==> src/rtl/bmd_pkg.sv <==
package bmd_pkg;
  // Width of a count that can reach n.
  function automatic int count_w(input int n);
    return $clog2(n) + 1;
  endfunction
endpackage

==> src/rtl/bmd_prefix_count.sv <==
// Log-depth prefix population count: cnt_o slot p = ones in bits[p:0].
module bmd_prefix_count #(
  parameter int N  = 32,
  parameter int CW = 6
) (
  input  logic [N-2:0]        bits_i,
  output logic [(N-1)*CW-1:0] cnt_o
);
  localparam int LV = $clog2(N);
  localparam int P  = N - 1;

  logic [CW-1:0] lvl [0:LV][0:P-1];

  for (genvar p = 0; p < P; p++) begin : g_leaf
    assign lvl[0][p] = {{(CW-1){1'b0}}, bits_i[p]};
  end

  for (genvar l = 0; l < LV; l++) begin : g_lvl
    for (genvar p = 0; p < P; p++) begin : g_pos
      if (p >= (1 << l)) begin : g_add
        assign lvl[l+1][p] = lvl[l][p] + lvl[l][p-(1<<l)];
      end else begin : g_keep
        assign lvl[l+1][p] = lvl[l][p];
      end
    end
  end

  for (genvar p = 0; p < P; p++) begin : g_out
    assign cnt_o[p*CW +: CW] = lvl[LV][p];
  end
endmodule

==> src/rtl/bmd_lrotc.sv <==
// Run of run_len low ones, rotated left by rot_amt with inversion on wrap.
module bmd_lrotc #(
  parameter int H  = 16,
  parameter int CW = 6
) (
  input  logic [CW-1:0]             run_len,
  input  logic [$clog2(2*H)-1:0]    rot_amt,
  output logic [H-1:0]              ctrl_o
);
  localparam int RW = $clog2(2*H);

  logic [H-1:0]   run;
  logic [2*H-1:0] dbl;

  always_comb begin
    for (int j = 0; j < H; j++) begin
      run[j] = (CW'(j) < run_len);
    end
    dbl = {~run, run};
    for (int j = 0; j < H; j++) begin
      ctrl_o[j] = dbl[RW'(j) - rot_amt];
    end
  end
endmodule

==> src/rtl/bfly_mask_decoder.sv <==
module bfly_mask_decoder #(
  parameter  int DATA_W = 32,
  localparam int STAGES = $clog2(DATA_W),
  localparam int CTRL_W = (DATA_W / 2) * STAGES
) (
  input  logic              clk,
  input  logic              rst,
  input  logic              in_valid,
  input  logic [DATA_W-1:0] mask_in,
  output logic              out_valid,
  output logic [CTRL_W-1:0] dep_ctrl,
  output logic [CTRL_W-1:0] ext_ctrl
);
  localparam int CW   = bmd_pkg::count_w(DATA_W);
  localparam int HALF = DATA_W / 2;
  localparam int PW   = (DATA_W - 1) * CW;

  // The top mask bit never changes any control.
  logic unused_top_bit;
  assign unused_top_bit = mask_in[DATA_W-1];

  // Pipeline stage 1: prefix counts.
  logic [PW-1:0] pfx_d, pfx_q;
  logic          v_q;

  bmd_prefix_count #(.N(DATA_W), .CW(CW)) u_pfx (
    .bits_i (mask_in[DATA_W-2:0]),
    .cnt_o  (pfx_d)
  );

  always_ff @(posedge clk) begin
    pfx_q <= pfx_d;
  end

  // Pipeline stage 2: one rotate-and-complement unit per subnetwork.
  logic [CTRL_W-1:0] dep_next, ext_next;

  for (genvar s = 0; s < STAGES; s++) begin : g_stage
    localparam int H  = DATA_W >> (s + 1);
    localparam int RW = STAGES - s;
    for (genvar b = 0; b < (1 << s); b++) begin : g_sub
      localparam int BASE = b * 2 * H;
      logic [CW-1:0] below, upto, run_len;
      if (BASE == 0) begin : g_first
        assign below = '0;
      end else begin : g_rest
        assign below = pfx_q[(BASE-1)*CW +: CW];
      end
      assign upto    = pfx_q[(BASE+H-1)*CW +: CW];
      assign run_len = upto - below;

      bmd_lrotc #(.H(H), .CW(CW)) u_rot (
        .run_len (run_len),
        .rot_amt (below[RW-1:0]),
        .ctrl_o  (dep_next[s*HALF + b*H +: H])
      );
    end
  end

  for (genvar t = 0; t < STAGES; t++) begin : g_mirror
    assign ext_next[t*HALF +: HALF] = dep_next[(STAGES-1-t)*HALF +: HALF];
  end

  always_ff @(posedge clk) begin
    if (rst) begin
      v_q       <= 1'b0;
      out_valid <= 1'b0;
      dep_ctrl  <= '0;
      ext_ctrl  <= '0;
    end else begin
      v_q       <= in_valid;
      out_valid <= v_q;
      dep_ctrl  <= dep_next;
      ext_ctrl  <= ext_next;
    end
  end
endmodule

==> config.mk <==
export PLATFORM = sky130hd
export DESIGN_NAME = bfly_mask_decoder
export DESIGN_NICKNAME = d
export VERILOG_FILES = /design/src/rtl/bmd_pkg.sv /design/src/rtl/bmd_prefix_count.sv /design/src/rtl/bmd_lrotc.sv /design/src/rtl/bfly_mask_decoder.sv
export SDC_FILE = /design/constraint.sdc
export NUM_CORES = 1
export LEC_CHECK = 0
export ABC_AREA = 1
export BUFFER_PORTS_ARGS = -buffer_cell sky130_fd_sc_hd__buf_2
export CAP_MARGIN = 15
export CORE_MARGIN = 2
export CORE_UTILIZATION = 30
export CTS_BUF_LIST = sky130_fd_sc_hd__clkbuf_4
export DETAILED_ROUTE_END_ITERATION = 7
export PLACE_DENSITY = 0.41
export SLEW_MARGIN = 20
export SYNTH_ARGS = -nofsm -noshare
export SYNTH_HDL_FRONTEND = slang
export SYNTH_HIERARCHICAL = 1
export SYNTH_SLANG_ARGS = --single-unit
==> constraint.sdc <==
create_clock -name clk -period 7.22 [get_ports clk]
set_clock_uncertainty 0.2 [all_clocks]
set_input_delay 1.444 -clock clk [delete_from_list [all_inputs] [get_ports clk]]
set_output_delay 1.444 -clock clk [all_outputs]
set_load 0.03 [all_outputs]
== Word-level counts from Yosys, hierarchy flattened ==
Index checks and enable logic that the tools add are counted.
Storage, ports and cells
  flip-flop bits (word level): 343
  bits of input ports: 35
  output and inout port bits: 161
  logic and storage cells: 457
Operators by class
  $add $sub $neg: 199
  magnitude comparators: 129
  muxes and demuxes: 98
  bitwise logic cells: 26
Operators with widths (count)
  6-bit adder: 90
  1-bit by 6-bit less-than comparator with 1-bit output, first input constant: 45
  6-bit subtractor: 26
  2-bit by 6-bit less-than comparator with 1-bit output, first input constant: 14
  3-bit by 6-bit less-than comparator with 1-bit output, first input constant: 12
  1-bit two-way mux: 64
  1-bit by 1-bit adder with 2-bit output: 30
  3-bit by 4-bit less-than comparator with 1-bit output, second input constant: 12
  4-bit by 6-bit less-than comparator with 1-bit output, first input constant: 8
  2-bit by 3-bit less-than comparator with 1-bit output, second input constant: 14
  4-bit by 5-bit less-than comparator with 1-bit output, second input constant: 8
  1-bit binary-select mux with 3-bit select: 12
  1-bit binary-select mux with 4-bit select: 8
  1-bit by 2-bit less-than comparator with 1-bit output, second input constant: 15
  1-bit binary-select mux with 2-bit select: 14
  1-bit by 2-bit subtractor with 2-bit output, first input constant: 14
  6-bit by 1-bit adder with 6-bit output: 4
  1-bit by 3-bit subtractor with 3-bit output, first input constant: 6
  2-bit by 3-bit subtractor with 3-bit output, first input constant: 6
  3-bit by 4-bit subtractor with 4-bit output, first input constant: 4
  1-bit NOT: 15
  1-bit subtractor, first input constant: 15
  2-bit NOT: 7
  4-bit NOT: 3
  other kinds (4): 6

== Longest topological paths before layout ==
Gate-level depths: netlist of run 1.
  word-level depth: 5
  depth in mapped cells: 26
  mapped depth without buffers: 26

== Cells and area by module ==
The synthesis of run 1 kept the hierarchy.
By module, submodules not included
  bfly_mask_decoder: instances 1, cells each 1602, area each 13033.8 sq um, sequential area each 5365.1 sq um
  bmd_prefix_count: instances 1, cells each 1009, area each 8454.4 sq um, sequential area each 0.0 sq um
  bmd_lrotc (g_stage[0].g_sub[0].u_rot): instances 1, cells each 400, area each 1985.7 sq um, sequential area each 0.0 sq um
  bmd_lrotc (g_stage[1].g_sub[0].u_rot ...): instances 2, cells each 129, area each 676.9 sq um, sequential area each 0.0 sq um
  bmd_lrotc (g_stage[2].g_sub[0].u_rot ...): instances 4, cells each 54, area each 301.5 sq um, sequential area each 0.0 sq um
  bmd_lrotc (g_stage[3].g_sub[0].u_rot ...): instances 8, cells each 22, area each 100.1 sq um, sequential area each 0.0 sq um
  bmd_lrotc (g_stage[4].g_sub[0].u_rot ...): instances 16, cells each 8, area each 41.3 sq um, sequential area each 0.0 sq um

== Least setup slack after synthesis of run 1 ==
Ideal clock, no wire load.
  kind: input to register
  from: input mask_in[5]
  to: register pfx_q[161]
  setup time: 72 ps
  arrival: 5877 ps
  required time: 6948 ps
  slack: 1072 ps
  stages: 18
  buffers on the path: 0
  cells stage by stage: ha_1 ha_1 inv_1 fa_1 inv_1 fa_1 inv_1 nor2_1 nor2_1 ha_1 or2_2 xor2_1 fa_1 fa_1 inv_1 fa_1 o21ai_0 xor2_1
Between the ends
  word-level cells in the longest chain between the ends: 5
Ends and longest elaborated chain
  start, declared: line bfly_mask_decoder.sv:9  | input logic [DATA_W-1:0] mask_in,
  1-bit by 1-bit adder with 2-bit output: line bmd_prefix_count.sv:21  | assign lvl[l+1][p] = lvl[l][p] + lvl[l][p-(1<<l)];
  6-bit adder (3 in a row): line bmd_prefix_count.sv:21
  net pfx_d[62]: line bfly_mask_decoder.sv:23  | logic [PW-1:0] pfx_d, pfx_q;
  6-bit adder: line bmd_prefix_count.sv:21
  net pfx_d[161]: line bfly_mask_decoder.sv:23
  end signal, assigned: line bfly_mask_decoder.sv:32  | pfx_q <= pfx_d;
  end, declared: line bfly_mask_decoder.sv:23
The timed path passes the listed nets, and every way through them passes these cells.
A chain may end at the register's enable or synchronous reset.

== Worst setup path in the final report of run 1 ==
  from: input mask_in[6]
  to: register pfx_q[161]
The elaborated chain is that of the path after synthesis.

==> flow_summary_export.csv, run 1 <==
group,metric,value,unit
yosys,synth-seq-cells,268,
timing,setup-violations-final,0,
clock_tree,clock_sinks,268,
clock_tree,root_buffer,"clkbuf_4",
floorplanning,core,91200,sq um
grt,grt_max_degree,57,
layout,syn2layout_area_growth,11.4,%
placed_design,placed_area,29400,sq um
floorplanning,die_h,307,um
floorplanning,dieArea,94100,sq um
clock_tree,cts_made_buffers,88,
floorplanning,ioPinCount,196,
layout,final_cell_area,30600,sq um
timing,worstMarginPinSlew,858,ps
yosys,synth_top_area_share,19.5,%
placed_design,dpl.hpwl,63.7,mm
placed_design,dp_slack,519,ps
yosys,synth_common_cells,"inv_1, nand2_1, nand3_1",
layout,nets,4607,
clock_tree,post-cts-setup-buffers,0,
floorplanning,start_util,30.1,%
detailed_routing,post-route-drc-count,0,
worst_setup_path,startpoint_type,"input pin",
layout,drive_gt1_share,12.0,%
clock_tree,post_cts_resized,0,
worst_setup_path,path_max_fanout,4,
worst_setup_path,path_class,"input pin to flop",
worst_setup_path,ff2ff_setup_slack,3840,ps
floorplanning,rows,111,
grt,overflow,0,
clock_tree,clk_pin_slew,60,ps
min_path,hold_depth,2,
yosys,synth_most_common_cell,"inv_1",
clock_tree,clock_path_buffers,3,
detailed_routing,drt_iter0_markers,891,
timing,fin_ws,1360,ps
min_path,hold_start,"v_q",
detailed_routing,vias,22600,
worst_setup_path,timing.critical_path.from,"mask_in[6]",
yosys,synth_area_leader_cell,"dfxtp_1",
worst_setup_path,cp.arrival,6420,ps
detailed_routing,first_pass_iters,5,
grt,antenna_found_initial,10,
yosys,syn-cell-area,27500,sq um
yosys,synth_cells,3789,
placed_design,place.port_buffers,194,
clock_tree,cts_tree,"yes",
outcome,status,"complete, no violations",
clock_tree,cts_max_level,3,
yosys,synth.area.top_cells,"dfxtp_1, ha_1, inv_1",
yosys,synth_flop_cell,"dfxtp_1",
timing,fin_crit,5860,ps
worst_setup_path,required,7780,ps
run,drv_cap,0,
detailed_routing,routed_wl,74.3,mm
detailed_routing,ant_nets,0,
timing,clock.fmax,0.171,GHz
grt,grt_use_total,16.2,%
yosys,synth-edff-count,0,
timing,rsz0062_at_grt,"no",
yosys,seq_area_frac_synth,19.5,%
yosys,syn_avg_cell_area,7.26,sq um
grt,grt_pass1_wl,119,mm
worst_setup_path,rr_startpoint,"pfx_q[139]",
timing,hold_viol,0,
yosys,synth_warnings,6,
layout,fillers,10000,
worst_setup_path,cp-end-kind,"flop",
grt,grt_pass1_vias,22300,
timing,slew_viol_final,0,
timing,finalSetupTns,0,ps
placed_design,place.gp.congestion,0.857,
yosys,synth.distinct_cells,41,
min_path,hold_path.class,"flop to flop",
detailed_routing,vias_per_cell,4.26,
detailed_routing,wl_per_cell,14.0,um
clock_tree,hold_buffers,0,
floorplanning,die_x,307,um
clock_tree,clk_latency,900,ps
worst_setup_path,reg2regPathDepth,16,
timing,min_period_over_period,81.1,%
timing,slew_headroom,42.6,%
yosys,async_flop_share,0,%
-- critical path, cell delays in order --
cell and delay, ps:
buf_2 150, ha_1 330, ha_1 150, inv_1 40, fa_1 550, inv_1 100
fa_1 610, inv_1 50, nor2_1 140, nor2_1 70, ha_1 190, or2_2 310
xor2_1 270, fa_1 480, fa_1 600, inv_1 80, fa_1 460, o21ai_0 220
xor2_1 190
-- layer usage --
layer,up-vias,global-route usage (%),wire length [um]
met4,6,5.53,1960
li1,12100,-,-
met5,-,0,38
met3,109,2.72,2840
met2,347,27.3,34200
met1,9984,20.8,35200
-- final cells by class --
cell class                      count  area, sq um  share of cell area [%]
Clock inverter                     47          394                    1.29
Timing Repair Buffer              204         1050                    3.42
Tap cell                         1186         1480                    4.85
Inverter                          840         3160                    10.3
Clock buffer                      113          848                    2.77
Multi-Input combinational cell   2634        18300                    59.8
Sequential cell                   268         5370                    17.5
Antenna cell                        1         2.50                 0.00817
-- kinds of logic (layout without fill, tap and decap cells) --
kind of cell / after synthesis / count (layout) / synth area share, %
compound gates: 176 / 176 / 3.60
buf+inv: 985 / 1204 / 15.2
simple gates: 1607 / 1607 / 26.4
fa+ha+maj: 536 / 536 / 28.3
flops: 268 / 268 / 19.5
other cells: 2 / 101 / 0.0273
xor+xnor: 215 / 215 / 7.01
-- registers in the layout, indices dropped and copies added (netlist names) --
signal and flops:
out_valid 1, pfx_q 186, dep_ctrl 79, ext_ctrl 1, v_q 1
-- through the flow --
stage                     hold slack, ps  std cells  util, %
after floorplan                      188       3887        -
after global placement               191       5132     32.2
after detailed placement             196       5132     32.2
after CTS                            205       5292     33.6
after global routing                 243       5293     33.6
final                                201       5293     33.6
-- path summary, 6_finish.rpt --
path,to
worst max-delay path,pfx_q[161]
worst min-delay path,out_valid
worst max register to register,dep_ctrl[31]
worst min register to register,out_valid
-- placed cells by master, fill, tap and decap left out, drive strengths merged --
master,Yosys,routed
a21o,18,18
a21oi,99,99
a31oi,11,11
and3,1,1
buf,141,204
bufinv,0,7
clkbuf,4,113
clkinv,0,36
clkinvlp,0,1
conb,2,100
dfxtp,268,268
diode,0,1
fa,142,142
ha,394,394
inv,840,843
nand2,770,770
nand3,431,431
nand3b,26,26
nand4,81,81
nor2,279,279
o21a,1,1
o21ai,41,41
o21bai,2,2
o22ai,1,1
o31ai,3,3
or2,19,19
xnor2,81,81
xor2,134,134
Power of run 1 is left out: the tool's default activity adds up to more than one toggle a clock period on the data nets, which glitch-free logic cannot reach.
==> run 2, diff against run 1 <==
--- a/config.mk
+++ b/config.mk
@@ -12,7 +12,7 @@
 export CORE_UTILIZATION = 30
 export CTS_BUF_LIST = sky130_fd_sc_hd__clkbuf_4
 export DETAILED_ROUTE_END_ITERATION = 7
-export PLACE_DENSITY = 0.41
+export PLACE_DENSITY = 0.43
 export SLEW_MARGIN = 20
 export SYNTH_ARGS = -nofsm -noshare
 export SYNTH_HDL_FRONTEND = slang
==> constraint.sdc (replaced) <==
create_clock -name clk -period 4.98 [get_ports clk]
set_clock_uncertainty 0.2 [all_clocks]
set_input_delay 0.996 -clock clk [delete_from_list [all_inputs] [get_ports clk]]
set_output_delay 0.996 -clock clk [all_outputs]
set_load 0.03 [all_outputs]
==> run 2 against run 1 <==
Net effect:
- register-to-register slack got worse by 2000 ps
- worst setup slack got worse by 1200 ps
- via count increased by 3.7%
- hold slack improved by 8.4 ps
- first-iteration DRC count increased by 11%
- wire length increased by 1.9%
- final cell count increased by 4.4%
- critical endpoint is now pfx_q[184]
- die area unchanged
- critical path type unchanged
- global-route usage increased by 0.17 points
- sequential share of layout area decreased by 1.0 points
- core utilization increased by 2.1 points
- highest routed layer is now met4
- flip-flop and latch count unchanged
==> flow_summary_export.csv, run 2 (synthesis results as in run 1) <==
group,metric,value,unit
layout,layout_common_cells,"inv_1, nand2_1, nand3_1, ha_1, dfxtp_1",
layout,largest_reg_flops,186,
detailed_routing,ant_nets,0,
timing,slew_viol_final,0,
layout,mostFrequentLayoutCell,"inv_1",
layout,regArea,5370,sq um
detailed_routing,routed_wl,75.7,mm
timing,worstMarginPinSlew,1020,ps
layout,largest_register,"pfx_q",
timing,fin_crit,4840,ps
clock_tree,root_buffer,"clkbuf_4",
min_path,hold_path.class,"flop to flop",
layout,nets,4838,
placed_design,place.port_buffers,194,
timing,clock.fmax,0.207,GHz
worst_setup_path,startpoint_type,"input pin",
clock_tree,clock_path_buffers,3,
layout,biggestRegsByFlops,"pfx_q: 186 flops, dep_ctrl: 79 flops",
floorplanning,ioPinCount,196,
grt,overflow,0,
detailed_routing,drt_iter0_markers,992,
detailed_routing,first_pass_iters,5,
layout,multi_input_area,18700,sq um
floorplanning,rows,111,
timing,finalSetupTns,0,ps
layout,drive_gt1_share,17.6,%
grt,grt_pass1_vias,22700,
clock_tree,cts_made_buffers,87,
grt,grt_max_degree,83,
clock_tree,clock_sinks,268,
grt,antenna_found_initial,4,
worst_setup_path,required,5500,ps
layout,syn2layout_area_growth,18.4,%
floorplanning,die_x,307,um
grt,grt_use_total,16.3,%
detailed_routing,wl_per_cell,13.7,um
placed_design,place.gp.congestion,0.869,
clock_tree,cts_tree,"yes",
worst_setup_path,path_class,"input pin to flop",
timing,min_period_over_period,97.2,%
grt,grt_pass1_wl,119,mm
worst_setup_path,cp.arrival,5360,ps
clock_tree,clk_latency,900,ps
floorplanning,die_h,307,um
layout,fillers,9908,
timing,slew_headroom,31.7,%
outcome,status,"complete, no violations",
timing,setup-violations-final,0,
clock_tree,clk_pin_slew,60,ps
detailed_routing,vias,23400,
floorplanning,core,91200,sq um
timing,rsz0062_at_grt,"no",
timing,hold_viol,0,
floorplanning,start_util,30.1,%
worst_setup_path,ff2ff_setup_slack,1890,ps
worst_setup_path,path_max_fanout,5,
clock_tree,cts_max_level,3,
floorplanning,dieArea,94100,sq um
run,drv_cap,0,
placed_design,dpl.hpwl,64.9,mm
worst_setup_path,cp-end-kind,"flop",
detailed_routing,post-route-drc-count,0,
detailed_routing,vias_per_cell,4.24,
-- run 2: cell types whose count changed in the layout (fill, tap and decap cells not counted), sizes merged --
cell         change
clkinvlp         +1
clkbuf          +10
clkinv           -1
dlygate4sd3      +2
buf            +229
inv              -2
bufinv           -7
-- run 2: cell type report --
class,instances,area share (%)
flip-flops and latches,268,16.5
well taps,1186,4.56
multi-input cells,2634,57.3
diodes,1,0.00769
inverters,840,9.70
clock inverters,38,0.530
repair buffers,436,8.60
clock buffers,122,2.81
-- run 2: critical path, stage by stage --
cell and delay [ps]:
dlygate4sd3_1 520, clkbuf_4 170, inv_1 70, fa_1 530, inv_1 90, ha_1 320
ha_1 250, fa_1 560, inv_1 60, fa_1 480, inv_1 50, fa_1 510
inv_1 70, fa_2 340, o21ai_1 120, a21oi_1 90, xnor2_1 120
-- run 2: timing repair --
item,in CTS,in global routing
setup endpoints to repair,0,6
hold endpoints to repair,2,0
gates resized for setup,0,4
buffers inserted,0,0
hold buffers,2,0
-- run 2: per-layer routing --
| metal | share of wire [%] | track usage (%) | vias to the layer above |
|---|---|---|---|
| met2 | 46 | 27.8 | 334 |
| met1 | 48 | 21.2 | 10400 |
| met4 | 2.5 | 5.43 | 0 |
| li1 | - | - | 12600 |
| met3 | 3.4 | 2.35 | 93 |
| met5 | 0 | 0 | - |
-- run 2: per-stage QoR --
stage	util, %	setup slack, ps	hold slack, ps	std cells	cell area, sq um
6_report	35.7	141	210	5525	32600
3_3_place_gp	34.4	-639	190	5362	31400
3_5_place_dp	34.4	-621	196	5362	31400
2_1_floorplan	-	-268	188	3887	28200
5_1_grt	35.7	12.2	249	5525	32600
4_1_cts	35.7	157	219	5524	32500
-- run 2: path summary, 6_finish.rpt --
| path | from | cells after the start | endpoint |
|---|---|---|---|
| worst min-delay path | v_q | 2 | out_valid |
| worst max register to register | pfx_q[93] | 19 | dep_ctrl[31] |
| worst min register to register | v_q | 2 | out_valid |
| worst max-delay path | mask_in[0] | 17 | pfx_q[184] |
Power of run 2 is left out for the same reason.
==> run 3, diff against run 2 <==
--- a/config.mk
+++ b/config.mk
@@ -6,13 +6,13 @@
 export NUM_CORES = 1
 export LEC_CHECK = 0
 export ABC_AREA = 1
-export BUFFER_PORTS_ARGS = -buffer_cell sky130_fd_sc_hd__buf_2
 export CAP_MARGIN = 15
 export CORE_MARGIN = 2
 export CORE_UTILIZATION = 30
 export CTS_BUF_LIST = sky130_fd_sc_hd__clkbuf_4
 export DETAILED_ROUTE_END_ITERATION = 7
-export PLACE_DENSITY = 0.43
+export DONT_BUFFER_PORTS = 1
+export PLACE_DENSITY = 0.41
 export SLEW_MARGIN = 20
 export SYNTH_ARGS = -nofsm -noshare
 export SYNTH_HDL_FRONTEND = slang
==> run 3 against run 2 <==
Net effect:
- global-route usage shrank 0.053 points
- hold slack lost 46 ps
- design area shrank 3.8%
- critical path type unchanged
- critical endpoint is now pfx_q[161]
==> flow_summary_export.csv, run 3 (synthesis results as in run 1) <==
group,metric,value,unit
outcome,status,"complete, no violations",
clock_tree,clock_sinks,268,
placed_design,dpl.hpwl,64.8,mm
detailed_routing,vias,22600,
grt,grt_pass1_vias,22200,
timing,slew_headroom,53.5,%
worst_setup_path,cpMostUsedCell,"inv_1",
placed_design,dp_slack,-489,ps
worst_setup_path,path_cells,"ha_4, ha_4, inv_2, fa_1, inv_1, fa_1, inv_1, nor2_2, nor2_1, ha_2, inv_1, fa_1, fa_1, inv_1, ha_1, inv_1, fa_2, o21ai_2, xor2_1",
layout,mostFrequentLayoutCell,"inv_1",
clock_tree,post-cts-setup-buffers,0,
timing,slew_viol_final,0,
detailed_routing,drt_iter0_markers,805,
worst_setup_path,cp.arrival,5170,ps
placed_design,place.gp.congestion,0.850,
worst_setup_path,cp_slowest_cell,"fa_1",
timing,clock.fmax,0.217,GHz
floorplanning,ioPinCount,196,
layout,syn2layout_area_growth,13.9,%
layout,final_cells,5291,
placed_design,place.port_buffers,0,
timing,fin_crit,4620,ps
placed_design,placedCellCount,5139,
timing,rsz0062_at_grt,"no",
timing,setup-violations-final,0,
grt,grt_pass1_wl,119,mm
detailed_routing,ant_nets,0,
floorplanning,dieArea,94100,sq um
layout,largest_register,"pfx_q",
floorplanning,die_x,307,um
worst_setup_path,startpoint_type,"input pin",
detailed_routing,routed_wl,75.7,mm
detailed_routing,vias_per_cell,4.27,
run,drv_cap,0,
min_path,hold_path.class,"input pin to flop",
worst_setup_path,cp-end-kind,"flop",
layout,biggestRegsByFlops,"pfx_q: 186 flops, dep_ctrl: 79 flops",
clock_tree,hold_buffers,3,
grt,grt_use_total,16.3,%
timing,hold_viol,0,
floorplanning,start_util,30.1,%
layout,largest_reg_flops,186,
worst_setup_path,path_max_fanout,4,
layout,drive_gt1_share,13.0,%
floorplanning,die_h,307,um
clock_tree,cts_made_buffers,85,
layout,fillers,9964,
clock_tree,clk_latency,900,ps
timing,fin_ws,364,ps
worst_setup_path,required,5540,ps
clock_tree,clk_pin_slew,70,ps
grt,grt_max_degree,83,
clock_tree,root_buffer,"clkbuf_4",
grt,antenna_found_initial,4,
detailed_routing,wl_per_cell,14.3,um
floorplanning,core,91200,sq um
timing,worstMarginPinSlew,697,ps
timing,min_period_over_period,92.7,%
worst_setup_path,critPathMaxStageDelay,550,ps
worst_setup_path,path_class,"input pin to flop",
detailed_routing,first_pass_iters,5,
clock_tree,cts_max_level,3,
clock_tree,post_cts_resized,0,
worst_setup_path,ff2ff_setup_slack,1890,ps
clock_tree,clock_path_buffers,3,
layout,utilization,34.3,%
layout,nets,4614,
clock_tree,cts_tree,"yes",
detailed_routing,post-route-drc-count,0,
grt,overflow,0,
floorplanning,rows,111,
layout,layout_common_cells,"inv_1, nand2_1, nand3_1, ha_1, dfxtp_1",
run 3: cell count changes in the layout (fill, tap and decap cells not counted), sizes merged:
cell | before | now
diode | 1 | 2
buf | 433 | 212
inv | 841 | 843
clkbuf | 123 | 109
bufinv | 0 | 1
clkinv | 35 | 32
run 3: worst paths after layout:
check,to,start,cells past startpoint
setup / recovery,pfx_q[161],mask_in[3],19
hold reg to reg,out_valid,v_q,2
setup reg to reg,dep_ctrl[31],pfx_q[93],19
hold / removal,pfx_q[48],mask_in[0],1
run 3: routing by layer:
metal  track usage, %  wire length (um)  vias to the layer above
li1                 -                 -                    12100
met1             20.3             35200                    10100
met2             28.2             35500                      294
met3             3.33              3270                       95
met4             4.99              1670                        2
met5                0                 9                        -
run 3: final cells by class:
| class | count | area (sq um) | share of cell area, % |
|---|---|---|---|
| flip-flops and latches | 268 | 5370 | 17.1 |
| clock buffers | 109 | 818 | 2.61 |
| diodes | 2 | 5.00 | 0.0160 |
| multi-input cells | 2634 | 18600 | 59.5 |
| clock inverters | 38 | 214 | 0.683 |
| well taps | 1186 | 1480 | 4.74 |
| repair buffers | 214 | 1630 | 5.21 |
| inverters | 840 | 3160 | 10.1 |
run 3: stage by stage:
step                      setup TNS (ps)  hold WS, ps  area, sq um
after detailed placement           -9340          198        30200
after floorplan                    -1660          188        28200
final                                  0          164        31300
after global placement             -8770          194        30200
after CTS                              0         8.40        31300
after global routing                   0         48.8        31300
run 3: critical path: cells and delay by family:
| family | cells | cell delay (ps) |
|---|---|---|
| AND/OR/NAND/NOR | 2 | 160 |
| adder cells (fa/ha/maj) | 9 | 3340 |
| XOR/XNOR | 1 | 150 |
| AO/OA/AOI/OAI | 1 | 130 |
| buffers and inverters | 6 | 370 |
Power of run 3 is left out for the same reason.
